File: config.mk
export PLATFORM = sky130hd
export DESIGN_NAME = dll_tx_framer
export DESIGN_NICKNAME = d
export VERILOG_FILES = /design/src/rtl/dll_tx_pkg.sv /design/src/rtl/dll_tx_replay_buf.sv /design/src/rtl/dll_tx_emitter.sv /design/src/rtl/dll_tx_framer.sv
export SDC_FILE = /design/constraint.sdc
export NUM_CORES = 2
export LEC_CHECK = 0
export CAP_MARGIN = 20
export CORE_AREA = 2 2 575 577
export DETAILED_ROUTE_END_ITERATION = 10
export DIE_AREA = 0 0 577 579
export PLACE_DENSITY = 0.42
export SETUP_SLACK_MARGIN = 0.5
export SYNTH_ARGS = -nofsm -noshare
export SYNTH_HDL_FRONTEND = slang
export SYNTH_HIERARCHICAL = 1
export SYNTH_SLANG_ARGS = --single-unit
File: constraint.sdc
create_clock -name clk_i -period 4.1 [get_ports clk_i]
set_input_delay 0.82 -clock clk_i [delete_from_list [all_inputs] [get_ports clk_i]]
set_output_delay 0.82 -clock clk_i [all_outputs]
set_load 0.005 [all_outputs]
File: src/rtl/dll_tx_pkg.sv
package dll_tx_pkg;
  localparam int unsigned SEQ_W = 12;
  localparam logic [31:0] LCRC_POLY = 32'h04C1_1DB7;

  typedef enum logic [2:0] {
    EM_IDLE, EM_SOF, EM_SQH, EM_SQL, EM_BODY, EM_CRC, EM_EOF
  } em_state_e;

  // one byte into the running link CRC, bit 7 first
  function automatic logic [31:0] lcrc_byte(input logic [31:0] c, input logic [7:0] d);
    logic [31:0] r;
    r = c;
    for (int i = 7; i >= 0; i--) begin
      if (r[31] ^ d[i]) r = {r[30:0], 1'b0} ^ LCRC_POLY;
      else              r = {r[30:0], 1'b0};
    end
    return r;
  endfunction
endpackage

File: src/rtl/dll_tx_replay_buf.sv
module dll_tx_replay_buf
  import dll_tx_pkg::*;
#(
  parameter int unsigned SLOTS     = 4,
  parameter int unsigned MAX_BYTES = 64,
  localparam int unsigned SLOT_W   = $clog2(SLOTS),
  localparam int unsigned PTR_W    = SLOT_W + 1,
  localparam int unsigned IDX_W    = $clog2(MAX_BYTES),
  localparam int unsigned LEN_W    = $clog2(MAX_BYTES + 1)
) (
  input  logic              clk_i,
  input  logic              rst_ni,
  input  logic              wr_valid_i,
  input  logic [7:0]        wr_data_i,
  input  logic              wr_last_i,
  output logic              wr_ready_o,
  input  logic              fb_valid_i,
  input  logic              fb_nak_i,
  input  logic [SEQ_W-1:0]  fb_seq_i,
  output logic              pend_o,
  input  logic              start_i,
  output logic [SLOT_W-1:0] head_slot_o,
  output logic [SEQ_W-1:0]  head_seq_o,
  output logic [LEN_W-1:0]  head_len_o,
  input  logic [SLOT_W-1:0] rd_slot_i,
  input  logic [IDX_W-1:0]  rd_idx_i,
  output logic [7:0]        rd_byte_o,
  input  logic              busy_i,
  output logic [PTR_W-1:0]  held_o
);
  logic [7:0]       mem_q [SLOTS][MAX_BYTES];
  logic [LEN_W-1:0] len_q [SLOTS];
  logic [SEQ_W-1:0] seq_q [SLOTS];

  logic [PTR_W-1:0] wr_ptr_q, ack_ptr_q, snd_ptr_q;
  logic [IDX_W-1:0] wr_idx_q;
  logic [SEQ_W-1:0] next_seq_q, old_seq_q;
  logic             replay_q;

  logic [PTR_W-1:0] held, sent, rel_p, ack_new;
  logic [SEQ_W-1:0] rel;
  logic             full, wr_fire, fb_ok;
  logic [SLOT_W-1:0] wr_slot;

  assign held    = wr_ptr_q - ack_ptr_q;
  assign sent    = snd_ptr_q - ack_ptr_q;
  assign full    = (held == PTR_W'(SLOTS));
  assign wr_ready_o = !full && !replay_q;
  assign wr_fire = wr_valid_i && wr_ready_o;
  assign wr_slot = wr_ptr_q[SLOT_W-1:0];

  // number of packets released by the feedback
  assign rel     = fb_seq_i + SEQ_W'(1) - old_seq_q;
  assign fb_ok   = fb_valid_i && (rel <= SEQ_W'(held));
  assign rel_p   = PTR_W'(rel);
  assign ack_new = ack_ptr_q + rel_p;

  assign pend_o      = (snd_ptr_q != wr_ptr_q) && !fb_valid_i;
  assign head_slot_o = snd_ptr_q[SLOT_W-1:0];
  assign head_seq_o  = seq_q[snd_ptr_q[SLOT_W-1:0]];
  assign head_len_o  = len_q[snd_ptr_q[SLOT_W-1:0]];
  assign rd_byte_o   = mem_q[rd_slot_i][rd_idx_i];
  assign held_o      = held;

  always_ff @(posedge clk_i) begin
    if (wr_fire) begin
      mem_q[wr_slot][wr_idx_q] <= wr_data_i;
      if (wr_last_i) begin
        len_q[wr_slot] <= LEN_W'(wr_idx_q) + LEN_W'(1);
        seq_q[wr_slot] <= next_seq_q;
      end
    end
  end

  always_ff @(posedge clk_i or negedge rst_ni) begin
    if (!rst_ni) begin
      wr_ptr_q   <= '0;
      ack_ptr_q  <= '0;
      snd_ptr_q  <= '0;
      wr_idx_q   <= '0;
      next_seq_q <= '0;
      old_seq_q  <= '0;
      replay_q   <= 1'b0;
    end else begin
      if (wr_fire) begin
        if (wr_last_i) begin
          wr_idx_q   <= '0;
          wr_ptr_q   <= wr_ptr_q + PTR_W'(1);
          next_seq_q <= next_seq_q + SEQ_W'(1);
        end else if (wr_idx_q != IDX_W'(MAX_BYTES - 1)) begin
          wr_idx_q <= wr_idx_q + IDX_W'(1);
        end
      end
      if (fb_ok) begin
        ack_ptr_q <= ack_new;
        old_seq_q <= old_seq_q + rel;
        if (fb_nak_i) begin
          snd_ptr_q <= ack_new;
          replay_q  <= (held != rel_p);
        end else if (rel_p > sent) begin
          snd_ptr_q <= ack_new;
        end
      end else begin
        if (start_i) snd_ptr_q <= snd_ptr_q + PTR_W'(1);
        if (replay_q && (snd_ptr_q == wr_ptr_q) && !busy_i) replay_q <= 1'b0;
      end
    end
  end
endmodule

File: src/rtl/dll_tx_emitter.sv
module dll_tx_emitter
  import dll_tx_pkg::*;
#(
  parameter int unsigned SLOTS     = 4,
  parameter int unsigned MAX_BYTES = 64,
  parameter logic [7:0]  SOF_CODE  = 8'hFB,
  parameter logic [7:0]  EOF_CODE  = 8'hFD,
  localparam int unsigned SLOT_W   = $clog2(SLOTS),
  localparam int unsigned IDX_W    = $clog2(MAX_BYTES),
  localparam int unsigned LEN_W    = $clog2(MAX_BYTES + 1)
) (
  input  logic              clk_i,
  input  logic              rst_ni,
  input  logic              pend_i,
  output logic              start_o,
  input  logic [SLOT_W-1:0] head_slot_i,
  input  logic [SEQ_W-1:0]  head_seq_i,
  input  logic [LEN_W-1:0]  head_len_i,
  output logic [SLOT_W-1:0] rd_slot_o,
  output logic [IDX_W-1:0]  rd_idx_o,
  input  logic [7:0]        rd_byte_i,
  output logic              busy_o,
  output logic              out_valid_o,
  output logic [7:0]        out_data_o,
  output logic              out_ctrl_o
);
  em_state_e         st_q, st_d;
  logic [SLOT_W-1:0] slot_q;
  logic [SEQ_W-1:0]  seq_q;
  logic [LEN_W-1:0]  len_q;
  logic [IDX_W-1:0]  idx_q, idx_d;
  logic [1:0]        cnt_q, cnt_d;
  logic [31:0]       crc_q, crc_d, crc_fin;
  logic              byte_v, byte_c;
  logic [7:0]        byte_d;

  assign start_o   = (st_q == EM_IDLE) && pend_i;
  assign busy_o    = (st_q != EM_IDLE);
  assign rd_slot_o = slot_q;
  assign rd_idx_o  = idx_q;
  assign crc_fin   = ~crc_q;

  always_comb begin
    st_d   = st_q;
    idx_d  = idx_q;
    cnt_d  = cnt_q;
    crc_d  = crc_q;
    byte_v = 1'b0;
    byte_c = 1'b0;
    byte_d = '0;
    unique case (st_q)
      EM_IDLE: if (pend_i) st_d = EM_SOF;
      EM_SOF: begin
        byte_v = 1'b1; byte_c = 1'b1; byte_d = SOF_CODE;
        crc_d  = '1;
        st_d   = EM_SQH;
      end
      EM_SQH: begin
        byte_v = 1'b1; byte_d = {4'h0, seq_q[SEQ_W-1:8]};
        crc_d  = lcrc_byte(crc_q, byte_d);
        st_d   = EM_SQL;
      end
      EM_SQL: begin
        byte_v = 1'b1; byte_d = seq_q[7:0];
        crc_d  = lcrc_byte(crc_q, byte_d);
        idx_d  = '0;
        st_d   = EM_BODY;
      end
      EM_BODY: begin
        byte_v = 1'b1; byte_d = rd_byte_i;
        crc_d  = lcrc_byte(crc_q, byte_d);
        if ((LEN_W'(idx_q) + LEN_W'(1)) == len_q) begin
          cnt_d = '0;
          st_d  = EM_CRC;
        end else begin
          idx_d = idx_q + IDX_W'(1);
        end
      end
      EM_CRC: begin
        byte_v = 1'b1; byte_d = crc_fin[8*(3-cnt_q) +: 8];
        cnt_d  = cnt_q + 2'd1;
        if (cnt_q == 2'd3) st_d = EM_EOF;
      end
      EM_EOF: begin
        byte_v = 1'b1; byte_c = 1'b1; byte_d = EOF_CODE;
        st_d   = EM_IDLE;
      end
      default: st_d = EM_IDLE;
    endcase
  end

  always_ff @(posedge clk_i or negedge rst_ni) begin
    if (!rst_ni) begin
      st_q        <= EM_IDLE;
      slot_q      <= '0;
      seq_q       <= '0;
      len_q       <= '0;
      idx_q       <= '0;
      cnt_q       <= '0;
      crc_q       <= '1;
      out_valid_o <= 1'b0;
      out_data_o  <= '0;
      out_ctrl_o  <= 1'b0;
    end else begin
      st_q        <= st_d;
      idx_q       <= idx_d;
      cnt_q       <= cnt_d;
      crc_q       <= crc_d;
      out_valid_o <= byte_v;
      out_data_o  <= byte_d;
      out_ctrl_o  <= byte_c;
      if (start_o) begin
        slot_q <= head_slot_i;
        seq_q  <= head_seq_i;
        len_q  <= head_len_i;
      end
    end
  end
endmodule

File: src/rtl/dll_tx_framer.sv
module dll_tx_framer
  import dll_tx_pkg::*;
#(
  parameter int unsigned SLOTS     = 4,
  parameter int unsigned MAX_BYTES = 64,
  parameter logic [7:0]  SOF_CODE  = 8'hFB,
  parameter logic [7:0]  EOF_CODE  = 8'hFD
) (
  input  logic        clk_i,
  input  logic        rst_ni,
  input  logic        in_valid_i,
  input  logic [7:0]  in_data_i,
  input  logic        in_last_i,
  output logic        in_ready_o,
  input  logic        fb_valid_i,
  input  logic        fb_nak_i,
  input  logic [11:0] fb_seq_i,
  output logic        out_valid_o,
  output logic [7:0]  out_data_o,
  output logic        out_ctrl_o
);
  localparam int unsigned SLOT_W = $clog2(SLOTS);
  localparam int unsigned PTR_W  = SLOT_W + 1;
  localparam int unsigned IDX_W  = $clog2(MAX_BYTES);
  localparam int unsigned LEN_W  = $clog2(MAX_BYTES + 1);

  logic              pend, start, busy;
  logic [SLOT_W-1:0] head_slot, rd_slot;
  logic [SEQ_W-1:0]  head_seq;
  logic [LEN_W-1:0]  head_len;
  logic [IDX_W-1:0]  rd_idx;
  logic [7:0]        rd_byte;
  logic [PTR_W-1:0]  buf_held;

  dll_tx_replay_buf #(.SLOTS(SLOTS), .MAX_BYTES(MAX_BYTES)) u_buf (
    .clk_i, .rst_ni,
    .wr_valid_i (in_valid_i), .wr_data_i (in_data_i), .wr_last_i (in_last_i),
    .wr_ready_o (in_ready_o),
    .fb_valid_i, .fb_nak_i, .fb_seq_i,
    .pend_o (pend), .start_i (start),
    .head_slot_o (head_slot), .head_seq_o (head_seq), .head_len_o (head_len),
    .rd_slot_i (rd_slot), .rd_idx_i (rd_idx), .rd_byte_o (rd_byte),
    .busy_i (busy), .held_o (buf_held)
  );

  dll_tx_emitter #(.SLOTS(SLOTS), .MAX_BYTES(MAX_BYTES),
                   .SOF_CODE(SOF_CODE), .EOF_CODE(EOF_CODE)) u_emit (
    .clk_i, .rst_ni,
    .pend_i (pend), .start_o (start),
    .head_slot_i (head_slot), .head_seq_i (head_seq), .head_len_i (head_len),
    .rd_slot_o (rd_slot), .rd_idx_o (rd_idx), .rd_byte_i (rd_byte),
    .busy_o (busy),
    .out_valid_o, .out_data_o, .out_ctrl_o
  );
endmodule

==> metrics.md <==
| Metric | Value |
|---|---|
| LEAKAGE | ~0.036 µW |
| Synth Cell Area | ~91000 µm² |
| Vias in the first global route | 48160 |
| Synth top area cells | edfxtp_1 (70%), mux4_2 (16%), dfrtp_1 (2.2%), xnor2_1 (1.4%), nor2_1 (1.3%) |
| Clock skew | 0.05132 ns |
| Via count | about 46000 |
| WL final | approximately 250000 µm |
| Avg Inst Size Synth | around 21 µm² |
| DIE AREA | approximately 330000 µm² |
| Number of synthesized register bits | 2238 |
| RSZ-0062 raised after global routing | true |
| Io pins | 37 |
| Fmax | approximately 230 MHz |
| Syn Nets | between 4000 and 5000 |
| Clk slew on worst S/H paths | around 0.060 ns |
| # rows | roughly 210 |
| Most numerous cell in the Yosys netlist | edfxtp_1 |
| Cells along the critical path | buf_12, buf_4, buf_12, mux4_2, mux4_2, a211oi_2, a21oi_2, and4_4, xnor2_4, buf_6, xnor2_4, xnor2_1, buf_4, xnor2_1, a21oi_2, o22a_1 |
| Worst path required time | slightly below 5 ns |
| GR Overflow Total | 0 |
| Setup TNS | -5.827 ns |
| Synth-to-layout area growth | 23.17% |
| Antenna violations before repair | 5 |
| Max Slew Vio Count | 0 |
| Worst Tran Pin Value | approximately 1.1 ns |
| Port bufs | 36 |
| Setup Crit Path Kind | reg2reg |
| Worst hold start | in_data_i[0] |
| Worst hold path type | in2reg |
| Top cells by count, synth | edfxtp_1 (2124), mux4_2 (667), nor2_1 (325) |
| Final instance area | approximately 110000 µm² |
| Finish-stage setup viols | 29 |
| Status | finished, violations left |
| Post-synth EDFFs | 2124 |
| Type of origin of the critical path | flip-flop |
| Core area | 328700 µm² |
| Die Span Y | about 580 µm |
| Clock tree root driver cell | clkbuf_16 |
| Post-route minimum period | around 4.4 ns |
| CP max stage cell | mux4_2 |
| CTS H-tree depth | 5 |
| RR Startpoint | u_emit/rd_slot_o[0] |
| Antenna Nets Post-Route | 0 |
| Share of layout cells above drive strength 1 | 0.3701 |
| # DRC | 0 |
| Sink Count | roughly 2200 |
| Drt via density | between 4 and 5 |
| MaxCap Viol Count | 0 |
| CTS tree | yes |
| Die X | between 500 and 600 µm |
| Delay-heaviest family, CP | multiplexers |
| Async SR Flop Fraction | 0.05094 |
| YS warnings | 6 |
| CP max stage delay | approximately 0.58 ns |
| Hold Vio Cnt, Final | 0 |
| First-pass GRT wire length | ~360000 µm |
| DR WL/cell | 25.81 µm |
| DRT Pass-1 Iters | 6 |
| WP buf/inv | 5 |
| Maximum vdd drop | 0.9627 mV |
| Ys flop type | edfxtp_1 |
| Synth top area share | 0.6982 |
| Largest net degree at the start of global routing | between 100 and 150 |
| Failing checks | setup timing |
| Worst skew pair latency | just under 0.9 ns |
| Seq/Total Area, Yosys | 0.7299 |
| Worst Setup Slack, final | -0.3254 ns |
| Detailed Place HPWL | 164400 µm |
| Critical path capture point type | flip-flop |
| Num CTS Buffers | about 260 |
| Library cells used by synthesis | approximately 80 |
| Placed inst area | slightly above 100000 µm² |
| Worst Path Arrival | around 5.3 ns |
| Final nets | 5323 |
| DR iter-0 viols | around 3800 |
| Pwr/cell area | approximately 740 nW/µm² |
| Total Routing Usage GR | 0.1503 |
| Synth area leader | edfxtp_1 |
| Initial core utilization | 0.2779 |
| Post-Syn Instances | about 4400 |
| GP Congestion | between 0.7 and 0.8 |
| Tcrit/Tclk final | 1.079 |
| CTS max path bufs | 4 |
| Critical path peak fanout | 21 |
| Critical path origin | u_emit/rd_slot_o[0] |
| Minimum hold slack | a little under 0.4 ns |
| Worst relative slew slack | 0.2752 |
==> what timing repair did <==
item                       CTS  global route
hold buffers                 1             0
pin swaps                   36            24
setup endpoints to repair   61            76
buffers inserted            61            19
hold endpoints to repair    58             0
gates resized for setup    126            70
cloned                       1             0
==> layout by cell type, fill, tap and decap left out, types with 32 or more instances in the layout <==
cell | netlist | final
a21oi_1 | 65 | 54
buf_12 | 1 | 89
buf_4 | 4 | 648
clkbuf_1 | 147 | 61
clkbuf_16 | 0 | 268
clkinv_1 | 0 | 72
dfrtp_1 | 82 | 75
dfstp_2 | 32 | 32
edfxtp_1 | 2124 | 2124
ha_1 | 50 | 44
inv_1 | 48 | 44
mux2i_1 | 66 | 52
mux4_2 | 667 | 667
nand2_1 | 92 | 84
nor2_1 | 325 | 323
o21ai_0 | 49 | 37
xnor2_1 | 151 | 133
xor2_1 | 58 | 52
==> power breakdown <==
| group | leakage [µW] | switching (µW) | internal [µW] |
|---|---|---|---|
| registers | 0.0204 | 872 | 25900 |
| logic | 0.0120 | 16500 | 17500 |
| clock network | 0.00388 | 9460 | 12600 |
==> per-stage QoR <==
step	utilization	setup slack, ns	power, µW	cells
after global placement	0.3125	-1.092	58490	9259
after global routing	0.3423	-0.4303	86530	9811
after floorplan	-	0.2170	46590	4405
after detailed placement	0.3125	-1.064	58320	9259
after CTS	0.3406	-0.3422	83100	9790
final	0.3423	-0.3254	82760	9812
==> worst register-to-register path, stage by stage (launching register included) <==
cell	delay (ns)
dfrtp_4	0.51
buf_12	0.22
buf_4	0.16
buf_12	0.21
mux4_2	0.60
mux4_2	0.50
a211oi_2	0.38
a21oi_2	0.10
and4_4	0.27
xnor2_4	0.19
buf_6	0.14
xnor2_4	0.28
xnor2_1	0.13
buf_4	0.16
xnor2_1	0.14
a21oi_2	0.23
o22a_1	0.16
==> final timing paths <==
path                                       end  slack (ns)  cells after the start
setup / recovery               u_emit/crc_q[6]       -0.33                     16
hold / removal             u_buf/mem_q[2][408]        0.39                      1
setup reg to reg               u_emit/crc_q[6]       -0.33                     16
hold reg to reg            u_buf/old_seq_q[11]        0.49                      1
max in group asynchronous      u_emit/crc_q[4]        2.58                      3
min in group asynchronous       u_buf/replay_q        0.57                      2
==> flip-flops by register name, indices dropped and copies added (netlist names) <==
signal              count
u_buf/ack_ptr_q         3
u_buf/len_q            28
u_buf/mem_q          2048
u_buf/next_seq_q       12
u_buf/old_seq_q        12
u_buf/replay_q          1
u_buf/seq_q            48
u_buf/snd_ptr_q         3
u_buf/wr_idx_q          6
u_buf/wr_ptr_q          3
u_emit/cnt_q            2
u_emit/crc_q           32
u_emit/len_q            7
u_emit/out_ctrl_o       1
u_emit/out_data_o       8
u_emit/out_valid_o      1
u_emit/rd_idx_o         6
u_emit/rd_slot_o        2
u_emit/seq_q           12
u_emit/st_q             3
==> layer usage <==
metal | vias to the layer above | global-route usage | part of all wire
met1 | 24990 | 0.2072 | 0.44
met4 | 0 | 0.03458 | 0.019
met2 | 984 | 0.2516 | 0.49
met5 | - | 0 | 0
met3 | 312 | 0.02082 | 0.045
li1 | 19772 | - | -
==> cell type report <==
class	count	area, µm²
clock buffers	333	6990
fillers	30830	216200
well taps	4366	5463
repair buffers	813	7651
multi-input cells	1876	24500
inverters	49	191.4
clock inverters	135	1017
diodes	2	5.005
flip-flops and latches	2238	66700
==> cells by family after synthesis <==
group / Yosys count / share of synthesized area
flops: 2238 / 0.7299
mux: 759 / 0.1750
fa+ha+maj: 55 / 0.007944
xor+xnor: 250 / 0.02876
simple gates: 566 / 0.02738
buf+inv: 291 / 0.01344
compound gates: 246 / 0.01757
Note: power is estimated with default switching activity, not from simulation.
